File: src/rtl/zrd_pkg.sv
package zrd_pkg;

   // Output polarity encoding of the shared select bit.
   typedef enum logic {
      POL_ACT_HIGH = 1'b0,
      POL_ACT_LOW  = 1'b1
   } flag_pol_e;

   // Counter width needed to hold 0 .. run_len inclusive.
   function automatic int run_cnt_width(input int run_len);
      return $clog2(run_len + 1);
   endfunction

   // Encode an active/inactive indication at the selected polarity.
   function automatic logic encode_flag(input logic active, input flag_pol_e pol);
      return (pol == POL_ACT_LOW) ? ~active : active;
   endfunction

endpackage

File: src/rtl/zrd_run_counter.sv
module zrd_run_counter #(
   parameter int SAMPLE_W = 24,
   parameter int RUN_LEN  = 1024,
   localparam int CNT_W   = zrd_pkg::run_cnt_width(RUN_LEN)
) (
   input  logic                clk,
   input  logic                rst,
   input  logic                vld,
   input  logic [SAMPLE_W-1:0] data,
   output logic                qualified
);

   localparam logic [CNT_W-1:0] TERM = CNT_W'(RUN_LEN);

   logic [CNT_W-1:0] run_q;
   logic             word_is_zero;
   logic             at_term;

   // Whole programmed word must be zero; the sign bit counts like any other.
   assign word_is_zero = ~|data;
   assign at_term      = (run_q == TERM);

   always_ff @(posedge clk) begin
      if (rst) begin
         run_q <= '0;
      end else if (vld) begin
         if (!word_is_zero) begin
            run_q <= '0;
         end else if (!at_term) begin
            run_q <= run_q + 1'b1;
         end
      end
   end

   assign qualified = at_term;

endmodule

File: src/rtl/zrd_flag_encode.sv
module zrd_flag_encode #(
   parameter int NUM_CH = 6
) (
   input  logic [NUM_CH-1:0] qualified,
   input  logic              pol_low,
   output logic [NUM_CH-1:0] ch_flag,
   output logic              all_flag
);

   import zrd_pkg::*;

   flag_pol_e pol;
   logic      all_qual;

   assign pol      = flag_pol_e'(pol_low);
   assign all_qual = &qualified;

   for (genvar i = 0; i < NUM_CH; i++) begin : g_ch
      assign ch_flag[i] = encode_flag(qualified[i], pol);
   end

   assign all_flag = encode_flag(all_qual, pol);

endmodule

File: src/rtl/zero_run_detector.sv
module zero_run_detector #(
   parameter int NUM_CH   = 6,
   parameter int SAMPLE_W = 24,
   parameter int RUN_LEN  = 1024
) (
   input  logic                       clk,
   input  logic                       rst,
   input  logic [NUM_CH-1:0]          smp_vld,
   input  logic [NUM_CH*SAMPLE_W-1:0] smp_data,
   input  logic                       flag_pol_low,
   output logic [NUM_CH-1:0]          ch_zero_flag,
   output logic                       all_zero_flag
);

   // Elaboration-time parameter checks
   if (NUM_CH < 1) begin : g_bad_ch
      initial $fatal(1, "zero_run_detector: NUM_CH must be at least 1");
   end
   if (SAMPLE_W < 2) begin : g_bad_w
      initial $fatal(1, "zero_run_detector: SAMPLE_W must be at least 2");
   end
   if (RUN_LEN < 2) begin : g_bad_len
      initial $fatal(1, "zero_run_detector: RUN_LEN must be at least 2");
   end

   logic [NUM_CH-1:0] qual;

   for (genvar i = 0; i < NUM_CH; i++) begin : g_lane
      zrd_run_counter #(
         .SAMPLE_W (SAMPLE_W),
         .RUN_LEN  (RUN_LEN)
      ) i_cnt (
         .clk       (clk),
         .rst       (rst),
         .vld       (smp_vld[i]),
         .data      (smp_data[i*SAMPLE_W +: SAMPLE_W]),
         .qualified (qual[i])
      );
   end

   zrd_flag_encode #(
      .NUM_CH (NUM_CH)
   ) i_enc (
      .qualified (qual),
      .pol_low   (flag_pol_low),
      .ch_flag   (ch_zero_flag),
      .all_flag  (all_zero_flag)
   );

endmodule

File: config.mk
export PLATFORM = sky130hd
export DESIGN_NAME = zero_run_detector
export DESIGN_NICKNAME = d
export VERILOG_FILES = /design/src/rtl/zrd_pkg.sv /design/src/rtl/zrd_run_counter.sv /design/src/rtl/zrd_flag_encode.sv /design/src/rtl/zero_run_detector.sv
export SDC_FILE = /design/constraint.sdc
export NUM_CORES = 1
export LEC_CHECK = 0
export BUFFER_PORTS_ARGS = -buffer_cell sky130_fd_sc_hd__buf_2
export CORE_MARGIN = 1.5
export CORE_UTILIZATION = 30
export DETAILED_ROUTE_END_ITERATION = 6
export MAX_ROUTING_LAYER = met4
export PLACE_DENSITY_LB_ADDON = 0.2
export SLEW_MARGIN = 20
export SYNTH_ARGS = -nofsm -noshare
export SYNTH_HDL_FRONTEND = slang
export SYNTH_SLANG_ARGS = --single-unit
File: constraint.sdc
create_clock -name clk -period 1.9 [get_ports clk]
set_input_delay 0.095 -clock clk [delete_from_list [all_inputs] [get_ports clk]]
set_output_delay 0.095 -clock clk [all_outputs]
set_load 0.02 [all_outputs]
### After elaboration in Yosys (flattened, before gate mapping)

Index checks and enable logic that the tools add are counted.
W data, S select, Z words.

* register bits after elaboration: 66
* input bits: 153
* output and inout bits: 7
* word-level logic and storage cells: 63

* add/subtract/negate cells: 6
* equality and inequality tests: 12
* multiplexer cells: 19
* bitwise gates (word level): 7
* reduce and logical (&&, ||, !) cells: 13

Operators with widths (count)
* $reduce_or A24 Y1: 6
* $mux W11: 12
* $add A11 B1 Y11 const B: 6
* $eq A11 B11 Y1 const B: 6
* $ne A2 B2 Y1 const B: 6
* $reduce_and A2 Y1: 6
* $mux W1: 7
* $not A1 Y1: 7
* $reduce_and A6 Y1: 1

### Longest topological paths before layout

* depth in word-level cells: 4
* mapped depth: 7
* mapped depth without buffers: 6

### Cells and area by module

A second synthesis with hierarchy kept.

* cells, all modules: 616
* area total of the unflattened synthesis: 5170.0 um^2

By module, submodules not included
* zrd_run_counter: instances 6, cells each 101, area each 848.3 um^2, seq. area each 220.2 um^2
* zrd_flag_encode: instances 1, cells each 10, area each 80.1 um^2, seq. area each 0.0 um^2

### Worst setup path before layout

Ideal clock, no wire load.

* path type: flip-flop to output port
* from: register g_lane[2].i_cnt.run_q[6]
* to: output all_zero_flag
* arrival: 1.944 ns
* data required time: 1.805 ns
* slack: -0.139 ns
* cell stages (with the launch flop): 6
* path buffers: 0
* cell sequence: dfxtp_1 nor4_1 nand4_2 or4_1 nor3_2 xor2_1

* longest elaborated chain between the ends: 4

RTL lines
* start, declared: line zrd_run_counter.sv:15 `logic [CNT_W-1:0] run_q;`
* start signal, assigned: line zrd_run_counter.sv:30 `run_q <= run_q + 1'b1;`
* $eq A11 B11 Y1 *: line zrd_run_counter.sv:21 `assign at_term = (run_q == TERM);`
* $reduce_and A6 Y1 *: line zrd_flag_encode.sv:16 `assign all_qual = &qualified;`
* $not A1 Y1: line zrd_pkg.sv:16 `return (pol == POL_ACT_LOW) ? ~active : active;`
* $mux W1 *: line zrd_pkg.sv:16
* end, declared: line zero_run_detector.sv:12 `output logic all_zero_flag`

Every way passes the cells marked *; elsewhere a longest branch is shown, timed or not.

### Worst setup path after layout

* from: register g_lane[3].i_cnt.run_q[9]
* to: output all_zero_flag

* longest elaborated chain between the ends: 4

RTL lines (line)
* start, declared: zrd_run_counter.sv:15
* start signal, assigned: zrd_run_counter.sv:30
* $eq A11 B11 Y1 *: zrd_run_counter.sv:21
* $reduce_and A6 Y1 *: zrd_flag_encode.sv:16
* $not A1 Y1: zrd_pkg.sv:16
* $mux W1 *: zrd_pkg.sv:16

Marked as above.

==> flow_summary.toml <==
[timing]
setup_viol = 1
tns_ns = -0.318
holdWs_ns = 0.0942
period_share_pct = 117
hold_viol_final = 0
layout_setup_ws_ns = -0.318
fin_skew_ns = 0.00257
slew_violations = 0
max_freq_mhz = 451
rsz0062_at_grt = "true"
tightest_slew_ns = 0.501
period_needed_ns = 2.22
relSlewSlack_pct = 66.3

[synth]
synth_top_area_share_pct = 31.3
netlist_area_um2 = 4230
async_flop_share_pct = 0
syn-num-nets = 701
synth_top_cell_by_area = "dfxtp_1"
seq_area_frac_synth_pct = 31.3
synthFlopType = "dfxtp_1"
synth.top_cells.by_count = "66 x dfxtp_1, 65 x nand2_1, 46 x a21oi_1, 46 x nor4_1, 32 x nor3_1"
yosys_warnings = 0
synth-edff-count = 0
yosys.cell_types.count = 54
synth_most_common_cell = "dfxtp_1"
synthTopCellsByArea = "dfxtp_1 31%, nor4_1 6.8%, nand2_1 5.8%, a21oi_1 5.4%, nor3_1 3.8%"
ys_ff_latch = 66
avgSynthCellArea_um2 = 7.89
netlist_instances = 536

[global_route]
grt_use_total_pct = 17.8
grt_max_degree = 25
gr-total-overflow = 0
grt_antenna_before_repair = 0
grt_busiest_layer = "met2"
grt_first_pass_wirelength_um = 20900
met1_usage_pct = 21.7
grtUsageMet2_pct = 30.8
grt_pass1_vias = 4633
use_met3_pct = 2.43

[worst_setup_path]
cp_cell_sequence = "nor4_4 -> nand4_1 -> or4_4 -> nor3_4 -> xor2_2 -> buf_4"
crit_type = "register to output pin"
worstReg2RegStart = "g_lane[4].i_cnt.run_q[0]"
cpPeakStageDelay_ns = 0.54
cp.arrival_ns = 2.12
slowest_stage = "or4_4"
worstSetupStartpointType = "register"
path_max_fanout = 2
rr_endpoint = "g_lane[4].i_cnt.run_q[7]"
crit_path_end_kind = "output pin"
required_ns = 1.80
r2r_slack_ns = 0.13
reg2reg_depth = 7

[drt]
drc = 0
wire_per_inst_um = 13.5
drt-pass1-iter-count = 5
drt_iter0_drc = 366
wirelength_um = 12900
vias_per_cell = 5.37
routed-via-count = 5136
drtAntennaViolNets = 0

[worst_hold_path]
holdPathStages = 3
hold_end = "g_lane[3].i_cnt.run_q[8]"
hold_path_class = "input pin to register"
hold_path.startpoint = "smp_vld[3]"

[clock_tree]
cts_buffers = 9
clk_pin_slew_ns = 0.05
htreeDepth = 3
max-clock-path-buffers = 2
cts_tree = "built"
cts_root_buf = "clkbuf_16"
clock_sinks = 66
hold_buffers = 0
insertion_delay_ns = 0.33

[power_and_ir_drop]
p_switching_uw = 721
p_total_uw = 3380
swShare_pct = 21.4
p_leak_uw = 0.00239
seqPwrFrac_pct = 41.0
p_per_area_nw_per_um2 = 540
pwr-share-clk_pct = 49.6
power.internal_uw = 2660
power_frac_comb_pct = 9.3
peakVddDrop_mv = 0.322

[floorplan]
initial_core_util_pct = 30.6
coreArea_um2 = 13800
dieArea_um2 = 14800
rows = 43
pin_count = 160
fp.dieH_um = 122
fp.dieW_um = 122

[layout]
layout.nets = 937
diodes = 0
largest_reg_flops = 66
largestRegisters = "g_lane.i_cnt.run_q: 66 flops"
fin_cells = 956
area_growth_pct = 47.8
regMostFlops = "g_lane.i_cnt.run_q"
drive_above_1_share_pct = 38.3

[run_status]
status = "finished, violations left"
failed_checks = "setup timing"

[placed_design]
finalWeightedCongestion = 0.877
io_buffers = 159
dp.cells = 935
place_ws_ns = -0.247
dp_hpwl_um = 9750

[run]
maxCapViolCount = 0
-- placed cells by master (no fill, tap or decap), types with 4 or more instances in the layout --
cell type and count:
nand4b_1 11, buf_4 81, and2_1 6, nor2_1 25, and3_1 6, nand3b_1 13
nor4_1 40, a22oi_1 5, o31ai_1 17, ha_1 11, xnor2_1 6, dfxtp_2 5
dfxtp_1 61, o21ai_0 31, buf_2 157, o2111ai_1 6, o31ai_2 4, nor3_1 32
a31oi_1 5, nand3_1 23, clkbuf_16 9, inv_1 21, a21oi_1 45, nor4_4 8
nor4_2 7, nand2_1 65, nand4_1 17
-- through the flow --
step	util [%]	cell area (µm²)
finish	45.2	6250
global route	45.2	6250
CTS	44.5	6150
detailed placement	41.7	5770
global placement	41.7	5770
floorplan	-	4250
-- how the worst max path moves through the flow --
| stage | startpoint | end | slack [ns] | cells after the start |
|---|---|---|---|---|
| global placement | g_lane[3].i_cnt.run_q[2] | all_zero_flag | -0.23 | 6 |
| detailed placement | g_lane[3].i_cnt.run_q[2] | all_zero_flag | -0.25 | 6 |
| global route | g_lane[3].i_cnt.run_q[5] | all_zero_flag | -0.43 | 6 |
| finish | g_lane[3].i_cnt.run_q[9] | all_zero_flag | -0.32 | 6 |
| CTS | g_lane[4].i_cnt.run_q[4] | all_zero_flag | -0.35 | 6 |
| floorplan | g_lane[2].i_cnt.run_q[5] | all_zero_flag | -0.04 | 5 |
-- cells by family after synthesis --
family,synth area share [%]
XOR/XNOR,1.45
AO/OA/AOI/OAI,19.2
AND/OR/NAND/NOR,41.1
buffers and inverters,3.23
multiplexers,0.237
flip-flops,31.3
adder cells (fa/ha/maj),3.55
-- power groups by stage --
stage                     logic, µW  registers (µW)  clock network, µW
after floorplan                 101            1410                  0
after detailed placement        315            1410                  0
after global placement          307            1410                  0
after global routing            347            1380               1780
final                           316            1390               1680
after CTS                       317            1380               1710
-- critical path, delay by kind of cell (launching register included) --
kind | cells | cell delay, ns
XOR/XNOR | 1 | 0.14
AND/OR/NAND/NOR | 4 | 1.17
flip-flops | 1 | 0.33
buffers and inverters | 1 | 0.15
-- per-layer routing --
metal,vias to the layer above,share of wire (%)
li1,2541,-
met4,0,1.1
met2,167,50
met5,-,0
met3,12,5.0
met1,2416,43
-- final cells by class --
cell class	instances	area, µm²
fill	1359	7580
tap	180	225
clock buffer	13	270
multi-input combinational	434	2900
clock inverter	2	35.0
sequential	66	1330
inverter	22	82.6
timing repair buffer	239	1410
-- what timing repair did --
item | CTS | global route
setup buffers | 0 | 6
endpoints found under the setup margin | 2 | 12
pin swaps | 8 | 4
gates resized for setup | 14 | 11
Power figures use the tool's default switching activity.
